File: config.mk
export PLATFORM = sky130hd
export DESIGN_NAME = decade_ripple_counter
export DESIGN_NICKNAME = d
export VERILOG_FILES = /design/src/rtl/dcr_pkg.sv /design/src/rtl/dcr_rst_sync.sv /design/src/rtl/dcr_fall_detect.sv /design/src/rtl/dcr_force_ctl.sv /design/src/rtl/dcr_div2_stage.sv /design/src/rtl/dcr_div5_stage.sv /design/src/rtl/decade_ripple_counter.sv
export SDC_FILE = /design/constraint.sdc
export NUM_CORES = 1
export LEC_CHECK = 0
export BUFFER_PORTS_ARGS = -buffer_cell sky130_fd_sc_hd__buf_2
export CORE_AREA = 3 3 41 43
export DETAILED_ROUTE_END_ITERATION = 6
export DIE_AREA = 0 0 44 46
export SYNTH_ARGS = -nofsm -noshare
export SYNTH_HDL_FRONTEND = slang
export SYNTH_HIERARCHICAL = 1
export SYNTH_SLANG_ARGS = --single-unit
File: constraint.sdc
create_clock -name clk -period 1.1 [get_ports clk]
set_clock_uncertainty 0.05 [all_clocks]
set_input_delay 0.165 -clock clk [delete_from_list [all_inputs] [get_ports clk]]
set_output_delay 0.165 -clock clk [all_outputs]
set_load 0.005 [all_outputs]
File: src/rtl/dcr_pkg.sv
package dcr_pkg;
  typedef enum logic [1:0] {
    LINK_BCD       = 2'd0,
    LINK_BIQUINARY = 2'd1,
    LINK_SPLIT     = 2'd2
  } link_mode_e;

  localparam int HI_W = 3;
  localparam int Q_W  = HI_W + 1;
  localparam logic [HI_W-1:0] HI_LAST   = 3'b100;
  localparam logic [Q_W-1:0]  PRESET_VAL = 4'b1001;
endpackage

File: src/rtl/dcr_rst_sync.sv
module dcr_rst_sync #(
  parameter int STAGES = 2
) (
  input  logic clk,
  input  logic rst_n,
  output logic rst_sync_n
);
  logic [STAGES-1:0] pipe_q;
  logic [STAGES-1:0] pipe_d;

  for (genvar g = 0; g < STAGES; g++) begin : g_pipe
    if (g == 0) begin : g_first
      assign pipe_d[g] = 1'b1;
    end else begin : g_rest
      assign pipe_d[g] = pipe_q[g-1];
    end
  end

  always_ff @(posedge clk or negedge rst_n) begin
    if (!rst_n) pipe_q <= '0;
    else        pipe_q <= pipe_d;
  end

  assign rst_sync_n = pipe_q[STAGES-1];
endmodule

File: src/rtl/dcr_fall_detect.sv
module dcr_fall_detect #(
  parameter int STAGES = 2
) (
  input  logic clk,
  input  logic rst_n,
  input  logic din,
  output logic fall_o
);
  logic [STAGES-1:0] sync_q;
  logic [STAGES-1:0] sync_d;
  logic              last_q;

  for (genvar g = 0; g < STAGES; g++) begin : g_sync
    if (g == 0) begin : g_first
      assign sync_d[g] = din;
    end else begin : g_rest
      assign sync_d[g] = sync_q[g-1];
    end
  end

  always_ff @(posedge clk or negedge rst_n) begin
    if (!rst_n) begin
      sync_q <= '0;
      last_q <= 1'b0;
    end else begin
      sync_q <= sync_d;
      last_q <= sync_q[STAGES-1];
    end
  end

  assign fall_o = last_q & ~sync_q[STAGES-1];
endmodule

File: src/rtl/dcr_force_ctl.sv
module dcr_force_ctl (
  input  logic clr_a_i,
  input  logic clr_b_i,
  input  logic set_a_i,
  input  logic set_b_i,
  output logic force_set_o,
  output logic force_clr_o
);
  always_comb begin
    force_set_o = set_a_i & set_b_i;
    force_clr_o = clr_a_i & clr_b_i & ~force_set_o;
  end
endmodule

File: src/rtl/dcr_div2_stage.sv
module dcr_div2_stage (
  input  logic clk,
  input  logic rst_n,
  input  logic force_set,
  input  logic force_clr,
  input  logic step_en,
  output logic q
);
  logic q_q;
  logic q_d;
  logic load_en;

  always_comb begin
    load_en = force_set | force_clr | step_en;
    if (force_set)      q_d = 1'b1;
    else if (force_clr) q_d = 1'b0;
    else                q_d = ~q_q;
  end

  always_ff @(posedge clk or negedge rst_n) begin
    if (!rst_n)       q_q <= 1'b0;
    else if (load_en) q_q <= q_d;
  end

  assign q = q_q;
endmodule

File: src/rtl/dcr_div5_stage.sv
module dcr_div5_stage
  import dcr_pkg::*;
(
  input  logic            clk,
  input  logic            rst_n,
  input  logic            force_set,
  input  logic            force_clr,
  input  logic            step_en,
  output logic [HI_W-1:0] q
);
  logic [HI_W-1:0] st_q;
  logic [HI_W-1:0] st_d;
  logic [HI_W-1:0] st_inc;
  logic            load_en;

  always_comb begin
    unique case (st_q)
      3'b000:  st_inc = 3'b001;
      3'b001:  st_inc = 3'b010;
      3'b010:  st_inc = 3'b011;
      3'b011:  st_inc = HI_LAST;
      default: st_inc = 3'b000;
    endcase
  end

  always_comb begin
    load_en = force_set | force_clr | step_en;
    if (force_set)      st_d = PRESET_VAL[Q_W-1:1];
    else if (force_clr) st_d = '0;
    else                st_d = st_inc;
  end

  always_ff @(posedge clk or negedge rst_n) begin
    if (!rst_n)       st_q <= '0;
    else if (load_en) st_q <= st_d;
  end

  assign q = st_q;
endmodule

File: src/rtl/decade_ripple_counter.sv
module decade_ripple_counter
  import dcr_pkg::*;
#(
  parameter link_mode_e MODE        = LINK_BCD,
  parameter int         SYNC_STAGES = 2,
  parameter int         RST_STAGES  = 2
) (
  input  logic           clk,
  input  logic           rst_n,
  input  logic           cnt_a_i,
  input  logic           cnt_b_i,
  input  logic           clr_a_i,
  input  logic           clr_b_i,
  input  logic           set_a_i,
  input  logic           set_b_i,
  output logic [Q_W-1:0] q_o
);
  logic            rst_int_n;
  logic            fall_a;
  logic            fall_b;
  logic            force_set;
  logic            force_clr;
  logic            step_lo;
  logic            step_hi;
  logic            lo_q;
  logic [HI_W-1:0] hi_q;
  logic            lo_wrap;
  logic            hi_wrap;

  dcr_rst_sync #(.STAGES(RST_STAGES)) u_rst_sync (
    .clk        (clk),
    .rst_n      (rst_n),
    .rst_sync_n (rst_int_n)
  );

  dcr_fall_detect #(.STAGES(SYNC_STAGES)) u_fall_a (
    .clk    (clk),
    .rst_n  (rst_int_n),
    .din    (cnt_a_i),
    .fall_o (fall_a)
  );

  dcr_fall_detect #(.STAGES(SYNC_STAGES)) u_fall_b (
    .clk    (clk),
    .rst_n  (rst_int_n),
    .din    (cnt_b_i),
    .fall_o (fall_b)
  );

  dcr_force_ctl u_force (
    .clr_a_i     (clr_a_i),
    .clr_b_i     (clr_b_i),
    .set_a_i     (set_a_i),
    .set_b_i     (set_b_i),
    .force_set_o (force_set),
    .force_clr_o (force_clr)
  );

  // A section "wraps" when its own step takes its output bit from high to low.
  always_comb begin
    lo_wrap = lo_q;
    hi_wrap = (hi_q == HI_LAST);
  end

  // Link multiplexer: the parameter picks which step enable drives each section.
  always_comb begin
    unique case (MODE)
      LINK_BCD: begin
        step_lo = fall_a;
        step_hi = fall_a & lo_wrap;
      end
      LINK_BIQUINARY: begin
        step_hi = fall_b;
        step_lo = fall_b & hi_wrap;
      end
      default: begin
        step_lo = fall_a;
        step_hi = fall_b;
      end
    endcase
  end

  dcr_div2_stage u_lo (
    .clk       (clk),
    .rst_n     (rst_int_n),
    .force_set (force_set),
    .force_clr (force_clr),
    .step_en   (step_lo),
    .q         (lo_q)
  );

  dcr_div5_stage u_hi (
    .clk       (clk),
    .rst_n     (rst_int_n),
    .force_set (force_set),
    .force_clr (force_clr),
    .step_en   (step_hi),
    .q         (hi_q)
  );

  // Forced values reach the output at once, ahead of the registers.
  always_comb begin
    if (force_set)      q_o = PRESET_VAL;
    else if (force_clr) q_o = '0;
    else                q_o = {hi_q, lo_q};
  end
endmodule

==> summary.txt, run 1 <==
Outcome: finished, violations left
Failing checks: setup timing
Grt total ovfl: 0
Crit Path Max Fanout: 3
Syn avg cell area: 12.4 µm²
Finished Layout Cells: 76
I/O Buffers: 10
Via/cell ratio: 4.61
WL met2: 475 µm
First-pass GRT wire length: 1450 µm
Metal3 WL: 31 µm
TritonCTS buffer count: 3
FF+latch count, synth: 9
Critical Path Slowest Stage Cell: dfrtp_1
WS Path Type: reg2reg
Cell Area, Synth: 409 µm²
Starting DRT DRC Count: 1
Layout cells sized above 1: 60.7%
Syn Inst Count: 33
Pleak: 0.326 nW
Initial Util: 30.7%
# setup viols final: 7
Clock latency on the worst-skew pair: 0.25 ns
Routed WL: 811 µm
Placed instance area: 538 µm²
R2R Setup Slk: -0.17 ns
Startpoint Class: flip-flop
Multiplexer share of the synthesized area: 0%
Die area: 2020 µm²
Final #Nets: 70
CTS tree: built
Number of global-route vias before repair: 337
Initial antenna violation count: 0
GRT Util Overall: 10.5%
TritonRoute pass-1 iters: 2
Final-report max-slew violation count: 0
WL met1: 304 µm
Reg clk slew, reported paths: 0.06 ns
Post-route clock period utilization: 115%
Sequential area share after synthesis: 55.0%
Fill count: 130
Post-synth cell types: 20
Drt drc: 0
Chip height: 46 µm
Fmax: 789 MHz
Final min period: 1.27 ns
Max-cap viol count: 0
Final Hold Viols: 0
Yosys warning count: 6
Synth-to-Final Area Change: 59.9%
Antenna Violating Nets Remaining: 0
Required @ worst endpoint: 1.24 ns
CORE AREA: 1330 µm²
Adder-Cell Fraction of Synth Area: 0%
Fraction of the mapped netlist area in simple logic gates: 29.7%
CP max stage delay: 0.40 ns
Post-Synth XOR/XNOR Area: 2.14%
Clk buf depth: 2
Hold WC Path Type: reg2async
Power Density: 1280 nW/µm²
Final worst slack: -0.167 ns
Rows: 13
Final hold slack: 0.0534 ns
Max Used Layer: met3
Main combinational cell family by area after synthesis: simple AND/OR/NAND/NOR gates
Largest net degree at the start of global routing: 8
Htree depth: 1
CP cell instances: nor2b_4, and2_4, or3b_4, a21oi_2
Synth Area in Compound Gates: 11.3%
Via Count: 350
Die width: 44 µm
Worst IR Drop VDD: 0.653 mV
Design area: 654 µm²
Placed insts: 65
# diodes: 0
Sink Count: 9
RSZ-0062 raised after global routing: true
Kind of end point of the critical path: flip-flop
Clk root buf: clkbuf_4
Routed WL per cell: 10.7 µm
Syn Nets: 41
CP arrival: 1.40 ns
Gpl congestion: 0.706
Ports: 12
HPWL Detailed: 544 µm
-- where the power goes --
group          leakage, nW  internal [W]  total, W  switching (W)
Clock               0.0150      0.000139  0.000244       0.000105
Sequential           0.108      0.000360  0.000386      0.0000252
Combinational        0.203      0.000138  0.000207      0.0000691
-- final cells by class --
type / count / area (µm²) / area share (%)
inverter: 1 / 3.75 / 0.574
sequential: 9 / 226 / 34.6
clock buffer: 4 / 26.3 / 4.02
multi-input combinational: 23 / 215 / 32.9
timing repair buffer: 24 / 164 / 25.0
tap: 15 / 18.8 / 2.87
-- per-layer routing --
metal | GRT usage (%) | vias to the layer above
met3 | 5.93 | 0
met1 | 11.4 | 173
met4 | 5.42 | 0
met5 | 0 | -
li1 | - | 172
met2 | 16.3 | 5
-- per-stage QoR --
step                      TNS [ns]  utilization [%]  setup WS [ns]  total power (W)
after floorplan             -0.141                -         -0.141         0.000466
after CTS                   -0.622             47.7         -0.162         0.000832
after global routing         -1.03             49.1         -0.217         0.000896
after detailed placement    -0.318             40.3         -0.153         0.000535
final                       -0.646             49.1         -0.167         0.000836
after global placement      -0.276             40.3         -0.151         0.000533
-- sequential cells by signal, indices dropped and copies added (netlist names) --
signal / cells
u_rst_sync/pipe_q: 2
u_fall_a/last_q: 1
u_fall_a/sync_q: 2
u_lo/q: 1
u_hi/q: 3
-- critical path, delay by kind of cell, from the launching register on --
kind / cells / cell delay, ns
simple gates: 3 / 0.64
flops: 1 / 0.40
compound gates: 1 / 0.11
-- cells in the final DEF, fill, tap and decap left out, drive strengths merged --
master	instances
nor2	1
buf	22
and2	2
a21oi	1
dfrtp	9
nor2b	1
and4bb	1
or3b	2
nand2b	2
nand2	1
nor3b	3
clkbuf	4
inv	1
a211o	1
o21bai	1
xnor2	1
a21o	2
or2	1
dlygate4sd3	2
conb	1
nand4bb	1
a31oi	1
-- Yosys cell counts, drive strengths merged --
library cell	instances	area, µm²
nor2b	1	13.8
a211o	1	8.76
nand2	1	3.75
nor3b	3	22.5
nand4bb	1	11.3
or2	1	6.26
and4bb	1	12.5
inv	1	3.75
and2	2	15.0
xnor2	1	8.76
conb	1	3.75
nor2	1	6.26
nand2b	2	12.5
a31oi	1	6.26
a21oi	1	8.76
dfrtp	9	225
or3b	2	17.5
a21o	2	15.0
o21bai	1	7.51
-- path summary, 6_finish.rpt --
kind | startpoint | cells after the start | endpoint
max reg2reg | u_fall_a/sync_q[1] | 4 | u_hi/q[0]
min reg2reg | u_rst_sync/pipe_q[1] | 0 | u_hi/q[0]
max | u_fall_a/sync_q[1] | 4 | u_hi/q[0]
min in group clk | u_rst_sync/pipe_q[0] | 0 | u_rst_sync/pipe_q[1]
min | u_rst_sync/pipe_q[1] | 0 | u_hi/q[0]
max in group asynchronous | u_rst_sync/pipe_q[1] | 0 | u_hi/q[2]
-- cells by family after synthesis --
group | Yosys count
simple gates | 15
flops | 9
compound gates | 6
xor+xnor | 1
buf+inv | 1
other cells | 1
-- repair_timing --
| action | CTS | global route |
|---|---|---|
| pin swaps | 3 | 0 |
| gates resized for setup | 3 | 4 |
| hold buffers | 2 | 0 |
| setup buffers | 5 | 0 |
| endpoints found under the setup margin | 7 | 8 |
| endpoints found under the hold margin | 3 | 0 |
Note: power is estimated with default switching activity, not from simulation.
==> run 2: changes to the inputs <==
--- a/config.mk
+++ b/config.mk
@@ -6,9 +6,9 @@
 export NUM_CORES = 1
 export LEC_CHECK = 0
 export BUFFER_PORTS_ARGS = -buffer_cell sky130_fd_sc_hd__buf_2
-export CORE_AREA = 3 3 41 43
+export CORE_AREA = 3 3 40 42
 export DETAILED_ROUTE_END_ITERATION = 6
-export DIE_AREA = 0 0 44 46
+export DIE_AREA = 0 0 43 45
 export SYNTH_ARGS = -nofsm -noshare
 export SYNTH_HDL_FRONTEND = slang
 export SYNTH_HIERARCHICAL = 1
==> summary.txt, run 2 (synthesis results as in run 1) <==
Startpoint Class: flip-flop
Hold WC Path Type: reg2async
RR Endpoint: u_hi/q[0]
Antenna Violating Nets Remaining: 0 (unchanged)
R2R Setup Slk: -0.16 ns (about the same)
Initial Util: 31.8% (+1.2 points)
Clock latency on the worst-skew pair: 0.25 ns (about the same)
Final #Nets: 70 (unchanged)
First-pass GRT wire length: 1370 µm (-5.2%)
Reg2reg path depth: 4 (unchanged)
Chip height: 45 µm (-2.2%)
Sink Count: 9 (unchanged)
Tot Pwr: 0.000820 W (-1.9%)
Htree depth: 1 (unchanged)
Final-report max-slew violation count: 0 (unchanged)
Die area: 1940 µm² (-4.4%)
Final worst slack: -0.160 ns (+0.00712 ns)
Synth-to-Final Area Change: 56.3%
TritonCTS buffer count: 3 (unchanged)
Layout cells sized above 1: 54.1% (-6.6 points)
Ports: 12 (unchanged)
Via/cell ratio: 4.29 (-6.9%)
Worst IR Drop VDD: 0.638 mV (-2.3%)
Clk buf depth: 2 (unchanged)
Routed WL: 745 µm (-8.1%)
Commonest cells after routing, fill and taps aside: buf_2 (10), buf_4 (10), dfrtp_1 (9)
RSZ-0062 raised after global routing: true
# setup viols final: 7 (unchanged)
Drt drc: 0 (unchanged)
Gpl congestion: 0.640 (-9.4%)
Crit Path Max Fanout: 2 (-1)
R2R Path Start: u_fall_a/sync_q[1]
Max-cap viol count: 0 (unchanged)
CORE AREA: 1280 µm² (-3.7%)
# diodes: 0 (unchanged)
Kind of end point of the critical path: flip-flop
Grt total ovfl: 0 (unchanged)
Number of global-route vias before repair: 345 (+2.4%)
CTS tree: built
Initial antenna violation count: 0 (unchanged)
Pleak: 0.318 nW (-2.3%)
Required @ worst endpoint: 1.23 ns (about the same)
Fmax: 794 MHz (+0.57%)
Post-route setup TNS: -0.734 ns (-0.0875 ns)
Final min period: 1.26 ns (-0.00712 ns)
Outcome: finished, violations left
Clk root buf: clkbuf_4
CP arrival: 1.39 ns (about the same)
Failing checks: setup timing
Power Density: 1280 nW/µm² (+0.36%)
HPWL Detailed: 556 µm (+2.1%)
Final Hold Viols: 0 (unchanged)
Max reg flops: 3 (unchanged)
GRT Util Overall: 9.70% (-0.77 points)
Starting DRT DRC Count: 0 (-1)
Via Count: 326 (-6.9%)
Routed WL per cell: 9.80 µm (-8.1%)
Die width: 43 µm (-2.3%)
Rows: 13 (unchanged)
I/O Buffers: 10 (unchanged)
TritonRoute pass-1 iters: 1 (-1)
Reg clk slew, reported paths: 0.06 ns (about the same)
Largest net degree at the start of global routing: 8 (unchanged)
Post-route clock period utilization: 115% (-0.65 points)
WS Path Type: reg2reg
## run 2: final cells by class
type	count	area (µm²)
fillers	133	646
flip-flops and latches	9	225
inverters	1	3.75
well taps	15	18.8
repair buffers	24	168
multi-input cells	23	198
clock buffers	4	26.3
## run 2: per-stage QoR
step / hold slack (ns) / instance area, µm² / util (%) / cells / worst slack, ns
2_1_floorplan: -0.181 / 417 / - / 33 / -0.141
5_1_grt: 0.0918 / 639 / 49.8 / 76 / -0.232
3_5_place_dp: -0.0972 / 546 / 42.5 / 66 / -0.163
3_3_place_gp: -0.100 / 546 / 42.5 / 66 / -0.150
4_1_cts: 0.0723 / 634 / 49.4 / 76 / -0.172
6_report: 0.0587 / 639 / 49.8 / 76 / -0.160
## run 2: worst max path at each step
stage | start | end | slack, ns | cells past startpoint
floorplan | u_fall_a/sync_q[1] | u_hi/q[0] | -0.14 | 4
finish | u_fall_a/sync_q[1] | u_hi/q[0] | -0.16 | 4
global route | u_fall_a/sync_q[1] | u_hi/q[0] | -0.23 | 4
global placement | u_fall_a/sync_q[1] | u_hi/q[0] | -0.15 | 4
detailed placement | u_fall_a/sync_q[1] | u_hi/q[0] | -0.16 | 4
CTS | u_fall_a/sync_q[1] | u_hi/q[0] | -0.17 | 4
## run 2: routing by layer
metal  track usage, %  vias up  part of all wire, %
met5                0        -                    0
met4             7.23        0                    0
met3             1.20        0                  6.4
met2             16.5        9                   50
met1             11.3      148                   44
li1                 -      169                    -
## run 2: critical path: stages, from the launching register on
cell and delay (ns):
dfrtp_1 0.40, nor2b_4 0.12, and2_4 0.14, or3b_1 0.36, a21oi_2 0.12
## run 2: power breakdown
part	switching, W	internal, W
sequential	0.0000225	0.000359
combinational	0.0000650	0.000133
clock	0.000101	0.000139
## run 2: repair_timing
action | in CTS | in global routing
buffers inserted | 4 | 0
pin swaps | 3 | 1
gates resized for setup | 3 | 1
setup endpoints to repair | 7 | 7
hold buffers | 2 | 0
endpoints found under the hold margin | 3 | 0
==> run 3: changes to the inputs <==
--- a/config.mk
+++ b/config.mk
@@ -9,6 +9,7 @@
 export CORE_AREA = 3 3 40 42
 export DETAILED_ROUTE_END_ITERATION = 6
 export DIE_AREA = 0 0 43 45
+export PLACE_DENSITY = 0.56
 export SYNTH_ARGS = -nofsm -noshare
 export SYNTH_HDL_FRONTEND = slang
 export SYNTH_HIERARCHICAL = 1
==> summary.txt, run 3 (synthesis results as in run 1) <==
Initial Util: 31.8% (unchanged)
Combinational Power Share: 23.9% (-0.2 points)
Final worst slack: -0.182 ns (-0.0219 ns)
RR Endpoint: u_hi/q[0]
Kind of end point of the critical path: flip-flop
Sink Count: 9 (unchanged)
Crit Path Max Fanout: 3 (+1)
First-pass GRT wire length: 1350 µm (-1.5%)
Clk root buf: clkbuf_4
Initial antenna violation count: 0 (unchanged)
R2R Setup Slk: -0.18 ns (-0.02 ns)
TritonCTS buffer count: 3 (unchanged)
Layout Utilization: 50.0% (+0.29 points)
Met3 Usage GRT: 5.98% (+4.8 points)
Pleak: 0.321 nW (+0.79%)
Commonest non-fill, non-tap cell in the layout: buf_2
Post-route clock period utilization: 117% (+2.0 points)
Reg clk slew, reported paths: 0.06 ns (about the same)
Design area: 643 µm² (+0.59%)
Layout cells sized above 1: 58.3% (+4.2 points)
Grt total ovfl: 0 (unchanged)
Routed WL: 783 µm (+5.1%)
CORE AREA: 1280 µm² (unchanged)
Final Hold Viols: 0 (unchanged)
CTS tree: built
TritonRoute pass-1 iters: 3 (+2)
Met2 global-route usage: 16.2% (-0.30 points)
CP arrival: 1.42 ns (+0.03 ns)
Via Count: 335 (+2.8%)
GRT Util Overall: 10.1% (+0.40 points)
WS Path Type: reg2reg
Clock latency on the worst-skew pair: 0.25 ns (about the same)
Final #Nets: 69 (-1.4%)
Via/cell ratio: 4.47 (+4.1%)
Fmax: 780 MHz (-1.7%)
Die width: 43 µm (unchanged)
Outcome: finished, violations left
Drt drc: 0 (unchanged)
Finished Layout Cells: 75 (-1.3%)
Sw Ratio: 23.9% (+0.89 points)
Final-report max-slew violation count: 0 (unchanged)
Int Power: 0.000631 W (about the same)
Power Density: 1290 nW/µm² (+0.60%)
Max-cap viol count: 0 (unchanged)
Fill count: 120 (-9.8%)
Gpl congestion: 0.676 (+5.7%)
# diodes: 0 (unchanged)
Placed insts: 66 (unchanged)
Place WS: -0.167 ns (-0.00386 ns)
Number of global-route vias before repair: 316 (-8.4%)
Startpoint Class: flip-flop
RSZ-0062 raised after global routing: true
Die area: 1940 µm² (unchanged)
Worst IR Drop VDD: 0.956 mV (+50%)
Final min period: 1.28 ns (+0.0219 ns)
Post-route setup TNS: -0.736 ns (-0.00176 ns)
Largest net degree at the start of global routing: 8 (unchanged)
I/O Buffers: 10 (unchanged)
Clock share of power: 29.4% (about the same)
Met1 Use GR: 10.5% (-0.80 points)
Rows: 13 (unchanged)
R2R Path Start: u_fall_a/sync_q[1]
Hold WC Path Type: reg2async
GRT Max-Usage Layer: met2
Htree depth: 1 (unchanged)
Chip height: 45 µm (unchanged)
Ports: 12 (unchanged)
Placed instance area: 546 µm² (unchanged)
Sequential Power Share: 46.7% (+0.2 points)
Switching power total: 0.000199 W (+5.1%)
Synth-to-Final Area Change: 57.2%
Clk buf depth: 2 (unchanged)
# setup viols final: 7 (unchanged)
Commonest cells after routing, fill and taps aside: buf_2 (10), buf_4 (9), dfrtp_1 (8)
Max reg flops: 3 (unchanged)
Routed WL per cell: 10.4 µm (+6.5%)
Failing checks: setup timing
Worst Setup SP: u_fall_a/sync_q[1]
Starting DRT DRC Count: 2 (+2)
HPWL Detailed: 565 µm (+1.5%)
Antenna Violating Nets Remaining: 0 (unchanged)
Reg2reg path depth: 4 (unchanged)
Required @ worst endpoint: 1.23 ns (about the same)
run 3: changes by cell type in the layout (fill, tap and decap cells not counted), sizes merged:
cell	change
buf	-1
run 3: worst max-delay path by stage:
stage,to,slack (ns),cells past startpoint
6_report,u_hi/q[0],-0.18,4
2_1_floorplan,u_hi/q[0],-0.14,4
3_3_place_gp,u_hi/q[0],-0.14,4
3_5_place_dp,u_hi/q[0],-0.17,4
4_1_cts,u_hi/q[0],-0.19,4
5_1_grt,u_hi/q[0],-0.23,4
run 3: worst max-delay path: stages, from the launching register on:
cell and delay [ns]:
dfrtp_1 0.40, nor2b_4 0.12, and2_4 0.15, or3b_4 0.37, a21oi_2 0.12
run 3: layout make-up:
cell class | instances | area, µm² | area share (%)
clock buffers | 4 | 26.3 | 4.09
inverters | 1 | 3.75 | 0.584
multi-input cells | 23 | 208 | 32.3
flip-flops and latches | 9 | 226 | 35.2
well taps | 15 | 18.8 | 2.92
repair buffers | 23 | 160 | 24.9
run 3: metrics by stage:
| stage | hold slack (ns) | power (W) |
|---|---|---|
| final | 0.0495 | 0.000830 |
| after global routing | 0.0818 | 0.000888 |
| after global placement | -0.100 | 0.000533 |
| after detailed placement | -0.0982 | 0.000540 |
| after floorplan | -0.181 | 0.000466 |
| after CTS | 0.0570 | 0.000829 |
run 3: power by group through the flow:
stage          Combinational, W  Clock [W]  Sequential [W]
2_1_floorplan         0.0000793          0        0.000386
3_3_place_gp           0.000144          0        0.000389
3_5_place_dp           0.000150          0        0.000391
4_1_cts                0.000178   0.000264        0.000387
5_1_grt                0.000216   0.000278        0.000394
6_report               0.000198   0.000244        0.000388
run 3: timing repair:
item / 4_1_cts / 5_1_grt
pin swaps: 3 / 2
hold buffers: 2 / 0
resized for setup: 3 / 4
buffers inserted: 2 / 2
endpoints found under the setup margin: 7 / 8
hold endpoints to repair: 3 / 0
run 3: metal layers:
layer / wire, µm / share of wire [%]
met5: 0 / 0
met4: 0 / 0
met3: 23 / 2.9
met2: 418 / 53
met1: 340 / 43
